**src/rtl/seg_chk_pkg.sv**
```systemverilog
package seg_chk_pkg;

    localparam int SELW = 16;
    localparam int LIMW = 20;

    typedef enum logic [1:0] {
        FK_NONE  = 2'd0,
        FK_TSS   = 2'd1,
        FK_NP    = 2'd2,
        FK_STACK = 2'd3
    } fault_e;

    typedef enum logic [1:0] {
        SC_LDT,
        SC_CODE,
        SC_STACK,
        SC_DATA
    } seg_class_e;

    typedef enum logic [1:0] {
        ST_IDLE,
        ST_SCAN,
        ST_WAIT
    } seq_state_e;

    typedef struct packed {
        logic            code_data;
        logic [3:0]      kind;
        logic [1:0]      dpl;
        logic            present;
        logic [LIMW-1:0] limit;
    } desc_t;

    // Slot position decides the checking class.
    function automatic seg_class_e class_of(input int slot);
        case (slot)
            0:       return SC_LDT;
            1:       return SC_CODE;
            2:       return SC_STACK;
            default: return SC_DATA;
        endcase
    endfunction

    function automatic logic sel_null(input logic [SELW-1:0] s);
        return (s[SELW-1:2] == '0);
    endfunction

    // Faults decided from the selector alone, before any fetch.
    function automatic fault_e pre_fault(input seg_class_e c, input logic [SELW-1:0] s);
        if (c == SC_LDT && s[2])
            return FK_TSS;
        if (sel_null(s) && (c == SC_CODE || c == SC_STACK))
            return FK_TSS;
        return FK_NONE;
    endfunction

    // Descriptor qualification, ordered by priority inside each class.
    function automatic fault_e desc_fault(input seg_class_e c, input logic [SELW-1:0] s,
                                          input logic [1:0] cs_rpl, input desc_t d);
        logic [1:0] rpl;
        rpl = s[1:0];
        case (c)
            SC_LDT: begin
                if (d.code_data || d.kind != 4'd2 || d.limit < 20'd7) return FK_TSS;
                if (!d.present) return FK_TSS;
            end
            SC_CODE: begin
                if (!d.code_data || !d.kind[3]) return FK_TSS;
                if (!d.kind[2] && d.dpl != rpl) return FK_TSS;
                if (d.kind[2] && d.dpl > rpl) return FK_TSS;
                if (!d.present) return FK_NP;
            end
            SC_STACK: begin
                if (!d.code_data || d.kind[3] || !d.kind[1]) return FK_TSS;
                if (!d.present) return FK_STACK;
                if (d.dpl != cs_rpl) return FK_TSS;
                if (d.dpl != rpl) return FK_TSS;
            end
            default: begin
                if (!d.code_data || (d.kind[3] && !d.kind[1])) return FK_TSS;
                if (d.kind < 4'd12 && (d.dpl < cs_rpl || d.dpl < rpl)) return FK_TSS;
                if (!d.present) return FK_NP;
            end
        endcase
        return FK_NONE;
    endfunction

endpackage

```
**src/rtl/seg_seq_ctrl.sv**
```systemverilog
module seg_seq_ctrl
    import seg_chk_pkg::*;
#(
    parameter int NSLOT = 7
) (
    input  logic                        clk,
    input  logic                        rst,
    input  logic                        start,
    input  logic [NSLOT-1:0][SELW-1:0]  sels,
    input  logic                        fetch_ack,
    input  fault_e                      verdict,
    output logic                        fetch_req,
    output logic [SELW-1:0]             fetch_sel,
    output seg_class_e                  cur_class,
    output logic [1:0]                  cs_rpl,
    output logic                        busy,
    output logic                        done_ok,
    output logic                        done_fault,
    output fault_e                      fault_kind,
    output logic [SELW-1:0]             fault_code,
    output logic [NSLOT-1:0]            load_strobe
);
    localparam int IW = (NSLOT > 1) ? $clog2(NSLOT) : 1;
    localparam logic [IW-1:0] LAST = IW'(NSLOT - 1);

    seq_state_e                  st_q;
    logic [NSLOT-1:0][SELW-1:0]  sel_q;
    logic [IW-1:0]               idx_q;
    logic [NSLOT-1:0]            loaded_q;
    logic                        ok_q, flt_q;
    fault_e                      kind_q;
    logic [SELW-1:0]             code_q;

    logic [SELW-1:0] cur_sel;
    fault_e          pre;
    logic            last;

    assign cur_sel   = sel_q[idx_q];
    assign cur_class = class_of(int'(idx_q));
    assign pre       = pre_fault(cur_class, cur_sel);
    assign last      = (idx_q == LAST);
    assign cs_rpl    = sel_q[1][1:0];

    always_ff @(posedge clk) begin
        if (rst) begin
            st_q     <= ST_IDLE;
            sel_q    <= '0;
            idx_q    <= '0;
            loaded_q <= '0;
            ok_q     <= 1'b0;
            flt_q    <= 1'b0;
            kind_q   <= FK_NONE;
            code_q   <= '0;
        end else begin
            ok_q  <= 1'b0;
            flt_q <= 1'b0;
            case (st_q)
                ST_IDLE: if (start) begin
                    sel_q    <= sels;
                    idx_q    <= '0;
                    loaded_q <= '0;
                    kind_q   <= FK_NONE;
                    code_q   <= '0;
                    st_q     <= ST_SCAN;
                end
                ST_SCAN: begin
                    if (pre != FK_NONE) begin
                        kind_q <= pre;
                        code_q <= cur_sel & 16'hFFFC;
                        flt_q  <= 1'b1;
                        st_q   <= ST_IDLE;
                    end else if (sel_null(cur_sel)) begin
                        if (last) begin
                            ok_q <= 1'b1;
                            st_q <= ST_IDLE;
                        end else begin
                            idx_q <= idx_q + IW'(1);
                        end
                    end else begin
                        st_q <= ST_WAIT;
                    end
                end
                ST_WAIT: if (fetch_ack) begin
                    if (verdict != FK_NONE) begin
                        kind_q <= verdict;
                        code_q <= cur_sel & 16'hFFFC;
                        flt_q  <= 1'b1;
                        st_q   <= ST_IDLE;
                    end else begin
                        loaded_q[idx_q] <= 1'b1;
                        if (last) begin
                            ok_q <= 1'b1;
                            st_q <= ST_IDLE;
                        end else begin
                            idx_q <= idx_q + IW'(1);
                            st_q  <= ST_SCAN;
                        end
                    end
                end
                default: st_q <= ST_IDLE;
            endcase
        end
    end

    assign fetch_req   = (st_q == ST_WAIT);
    assign fetch_sel   = cur_sel;
    assign busy        = (st_q != ST_IDLE);
    assign done_ok     = ok_q;
    assign done_fault  = flt_q;
    assign fault_kind  = kind_q;
    assign fault_code  = code_q;
    assign load_strobe = ok_q ? loaded_q : '0;

    p_one_done_r10: assert property (@(posedge clk) disable iff (rst)
        !(done_ok && done_fault));
    p_ok_pulse_r10: assert property (@(posedge clk) disable iff (rst)
        done_ok |=> !done_ok);
    p_fault_pulse_r9: assert property (@(posedge clk) disable iff (rst)
        done_fault |=> !done_fault && !fetch_req);
    p_req_hold_r1: assert property (@(posedge clk) disable iff (rst)
        fetch_req && !fetch_ack |=> fetch_req && $stable(fetch_sel));
    p_code_mask_r3: assert property (@(posedge clk) disable iff (rst)
        done_fault |-> fault_code[1:0] == 2'b00 && fault_kind != FK_NONE);
    p_cs_ss_loaded_r2: assert property (@(posedge clk) disable iff (rst)
        done_ok |-> load_strobe[1] && load_strobe[2]);
    p_start_ignored_r11: assert property (@(posedge clk) disable iff (rst)
        busy && start |=> $stable(sel_q));
endmodule

```
**config.mk**
```make
export PLATFORM = sky130hd
export DESIGN_NAME = seg_seq_ctrl
export DESIGN_NICKNAME = d
export VERILOG_FILES = /design/src/rtl/seg_chk_pkg.sv /design/src/rtl/seg_seq_ctrl.sv
export SDC_FILE = /design/constraint.sdc
export NUM_CORES = 1
export LEC_CHECK = 0
export BUFFER_PORTS_ARGS = -buffer_cell sky130_fd_sc_hd__buf_2
export CORE_MARGIN = 2
export CORE_UTILIZATION = 57
export DETAILED_ROUTE_END_ITERATION = 8
export GPL_TIMING_DRIVEN = 0
export PLACE_DENSITY = 0.85
export SLEW_MARGIN = 0
export SYNTH_ARGS = -nofsm -noshare
export SYNTH_HDL_FRONTEND = slang
export SYNTH_SLANG_ARGS = --single-unit
```
**constraint.sdc**
```tcl
create_clock -name clk -period 6.5 [get_ports clk]
set_input_delay 1.3 -clock clk [delete_from_list [all_inputs] [get_ports clk]]
set_output_delay 1.3 -clock clk [all_outputs]
set_load 0.02 [all_outputs]
```
---- After elaboration in Yosys (flattened, before gate mapping) ----
Index checks and enable logic that the tools add are counted.
word-level totals
  register bits after elaboration ......... 144
  logic and storage cells ................. 103
  output and inout bits ................... 49
  input port bits ......................... 118
operators by class
  add/subtract/negate cells ............... 1
  mux-type cells .......................... 52
  reductions and logical operators ........ 18
  order comparisons ....................... 2
  bitwise operators ....................... 1
  equal/unequal tests ..................... 15
operators with widths
  operator                                            count
  two-way mux 16 bit                                  5
  binary-select mux 16 bit (select 3 bit)             1
  case mux 16 bit (3 select lines)                    1
  two-way mux 7 bit                                   4
  two-way mux 2 bit                                   13
  two-way mux 3 bit                                   6
  case mux 2 bit (3 select lines)                     3
  zero test 14 bit                                    1
  two-way mux 1 bit                                   14
  case mux 7 bit (2 select lines)                     1
  != test 2 bit, second input constant                6
  case mux 3 bit (3 select lines)                     1
  nonzero test 2 bit                                  4
  OR 7 bit                                            1
  AND reduction 6 bit                                 1
  AND reduction 5 bit                                 1
  == test 2 x 1 -> 1 bit, second input constant       2
  == test 2 bit, second input constant                2
  zero test 2 bit                                     2
  < comparator 3 x 4 -> 1 bit, second input constant  1
  != test 4 bit, second input constant                1
  case mux 1 bit (2 select lines)                     2
  AND reduction 4 bit                                 1
  adder 3 x 1 -> 3 bit, second input constant         1
  12 further kinds                                    14

---- Longest topological paths before layout ----
  word-level depth ........................ 12
  gate-level depth with buffers ........... 13
  depth with buffers taken out ............ 11

---- Worst setup path before layout ----
No wires, ideal clock.
  path type ............................... flip-flop to output port
  start point ............................. reg idx_q[2]
  end point ............................... out fetch_sel[1]
  slack ................................... 3.404 ns
  buffers on the path ..................... 3
  data required time ...................... 5.200 ns
  stages on the path, launching flop included .. 7
  arrival time ............................ 1.796 ns
  cell sequence ........................... dfxtp_1 > buf_4 > clkbuf_1 > buf_1 > mux4_2 > nand2_1 > o21ai_0
between the ends
  cells in the longest elaborated chain, start to end .. 2
RTL lines
  what                                      RTL line            text
  start, declared                           seg_seq_ctrl.sv:28  logic [IW-1:0] idx_q;
  start signal, assigned                    seg_seq_ctrl.sv:77  idx_q <= idx_q + IW'(1);
  start signal, assigned                    seg_seq_ctrl.sv:95  idx_q <= idx_q + IW'(1);
  binary-select mux 16 bit (select 3 bit)   seg_seq_ctrl.sv:38  assign cur_sel = sel_q[idx_q];
  two-way mux 16 bit (not written as such)  seg_seq_ctrl.sv:38
  end, declared                             seg_seq_ctrl.sv:13  output logic [SELW-1:0] fetch_sel,
Every way passes these cells. The select of a mux whose other input is x is not followed.

---- Worst setup path after layout ----
Same ends and word-level chain as after synthesis.

==> flow_summary.ini <==
[die]
initial_core_util = 0.589
die_h_um = 110
rows = 38
core-area_um2 = 10900
die-area_um2 = 12200
die_x_um = 110
pin_count = 167

[sta]
fmax_ghz = 0.235
rsz0062_at_grt = no
max_slew_margin = 0.394
fin_setup_tns_ns = 0
fin_skew_ns = 0.00809
worstMarginPinSlew_ns = 0.909
period_needed_ns = 4.26
hold_viol = 0
setup_violations = 0
finalMaxSlewViolations = 0
fin_crit_sh = 0.656

[clock_tree]
cts_hold_buffers = 0
numCtsBuffers = 17
path_clk_slew_ns = 0.06
clockBufferDepth = 2
clk_latency_ns = 0.42
root_buffer = clkbuf_16
post_cts_buffers = 0
clock_sinks = 142
cts_resized = 0
cts_tree = done
htreeDepth = 4

[pwr]
ir_drop_mv = 0.213
p_seq_frac = 0.338
p_total_w = 0.00326
leakage_nw = 3.46
p_sw_w = 0.00121
clkPwrFrac = 0.308
p_int_w = 0.00204
power_density_nw_per_um2 = 405
combPwrFrac = 0.354
p_sw_frac = 0.373

[setup_path]
worst_ep_arrival_time_ns = 2.96
cpLargestDelayFamily = buffers and inverters
start_kind = flip-flop
crit_start = idx_q[2]
worst-path-buf-inv = 4
crit_slowest_cell = dfxtp_1
worst-setup-path-type = reg2out
crit_required_ns = 5.20
timing.rr.start = idx_q[2]
crit_chain = buf_4 -> clkbuf_1 -> buf_1 -> mux4_2 -> nand2_1 -> o21ai_0 -> buf_2
critical_path_peak_fanout = 10
setup.worst_path.end_class = output port
max_stage_delay_ns = 0.52

[routing]
vias = 6519
drt_pre_antenna_iters = 7
wire_per_inst_um = 17.1
drtIter0Drc = 594
ant_nets = 0
viasPerCell = 5.71
route.detailed.drc = 0
wirelength_mm = 19.6

[synth]
synthTopCellsByArea = dfxtp_1 (44%), nand2_1 (16%), a21oi_1 (9.9%)
ys_ff_latch = 142
ys_async_sr_fraction = 0
seq_area_frac_synth = 0.442
yosys.area.top_type = dfxtp_1
ys_warn_count = 0
synthTopCellsByCount = nand2_1 (278), dfxtp_1 (142), a21oi_1 (127)
syn_inst = 806
postSynthAreaPerCell_um2 = 7.99
synth_ff_type = dfxtp_1
synth.most_common_cell = nand2_1
synth_edf_count = 0
syn-cell-area_um2 = 6440
yosysTopAreaCellShare = 0.442
yosysUniqueCellTypes = 59

[placement]
post-dp-hpwl_mm = 14.3
port_buffers = 163
dp.cells = 1110
gp_congestion = 0.951

[grt]
grt_max_degree = 17
gr-total-overflow = 0
antenna_found_initial = 0
grt_pass1_wl_mm = 30.1
grtUsageTotal = 0.332
grt_pass1_vias = 6044

[worst_hold_path]
min_from = sel_q[9]
min_path_type = reg2reg

[flow_run]
max-cap-violations = 0

[status]
status = complete, no violations

[finish]
final_core_util = 0.735
drive_gt1_frac = 0.232
instances_no_fill = 1141
diodes = 0
syn2layout_area_growth_pct = 24.9
nets = 1116
## cells by family (layout without fill, tap and decap cells)
logic type	count (synthesis)	in the layout	synth area share
mux	55	55	0.0984
simple gates	350	350	0.230
flops	142	142	0.442
fa+ha+maj	9	9	0.0175
compound gates	174	174	0.158
buf+inv	75	269	0.0533
other cells	1	2	0.000583
## worst paths after layout
| kind | endpoint | cells after the start | slack (ns) |
|---|---|---|---|
| max reg2reg | fault_code[13] | 13 | 3.08 |
| min reg2reg | sel_q[9] | 2 | 0.45 |
| min | sel_q[9] | 2 | 0.45 |
| max | fetch_sel[1] | 7 | 2.24 |
## registers in the layout (all words and copies together) (netlist names)
signal,flops
sel_q,110
st_q,2
fault_code,14
done_fault,1
loaded_q,7
fault_kind,2
cs_rpl,2
done_ok,1
idx_q,3
## through the flow
step	area [um^2]	hold slack (ns)	setup WS, ns
6_report	8040	0.451	2.24
5_1_grt	8040	0.468	2.13
4_1_cts	8040	0.452	2.35
3_5_place_dp	7430	0.444	2.83
3_3_place_gp	7430	0.437	2.82
2_1_floorplan	6440	0.428	3.40
## power groups by stage
stage	registers [W]	logic, W	clock network [W]
after floorplan	0.00109	0.000804	0
after global placement	0.00111	0.00110	0
after detailed placement	0.00111	0.00112	0
after CTS	0.00109	0.00113	0.00100
after global routing	0.00111	0.00125	0.00105
final	0.00110	0.00115	0.00100
## layout make-up
cell class / instances / area (um^2)
inverter: 13 / 48.8
timing repair buffer: 163 / 816
multi-input combinational: 590 / 3250
fill: 851 / 2890
tap: 140 / 175
clock buffer: 19 / 453
clock inverter: 12 / 158
buffer: 62 / 294
sequential: 142 / 2840
## worst reg2reg max path, stage by stage (launching register included)
cell	delay (ns)
dfxtp_1	0.52
buf_4	0.25
clkbuf_1	0.43
buf_1	0.48
nor2b_1	0.15
inv_1	0.11
ha_1	0.14
o21ai_0	0.10
nand2_1	0.15
o31ai_1	0.09
and2_1	0.18
a31oi_4	0.31
buf_6	0.23
mux2i_1	0.22
## per-layer routing
metal	wire, um	up-vias	global-route usage
met3	1990	74	0.0929
met5	0	-	0
li1	-	3085	-
met4	937	0	0.178
met2	8760	365	0.522
met1	7860	2995	0.412
## placed cells by master, fill, tap and decap left out, types with 2 or more instances in the layout
cell type / n
mux2_4: 2
o22ai_1: 2
nand3b_1: 2
a32o_1: 2
a22oi_1: 6
ha_1: 9
buf_2: 167
buf_6: 4
mux2_2: 10
bufinv_16: 3
clkbuf_1: 46
o21ai_0: 6
inv_6: 3
clkbuf_8: 2
nor2b_1: 9
nand2_1: 278
mux4_2: 3
dfxtp_1: 142
clkinv_4: 3
nor3b_1: 4
nor3_1: 6
nor2_1: 17
a21oi_1: 127
conb_1: 2
inv_1: 12
a221oi_1: 4
a31oi_1: 3
a221o_1: 6
nand3_1: 11
mux2_1: 5
and2_1: 13
a22o_1: 2
mux2i_1: 34
buf_4: 6
clkbuf_16: 17
o2bb2ai_1: 2
clkinv_2: 3
Power figures use the tool's default switching activity.
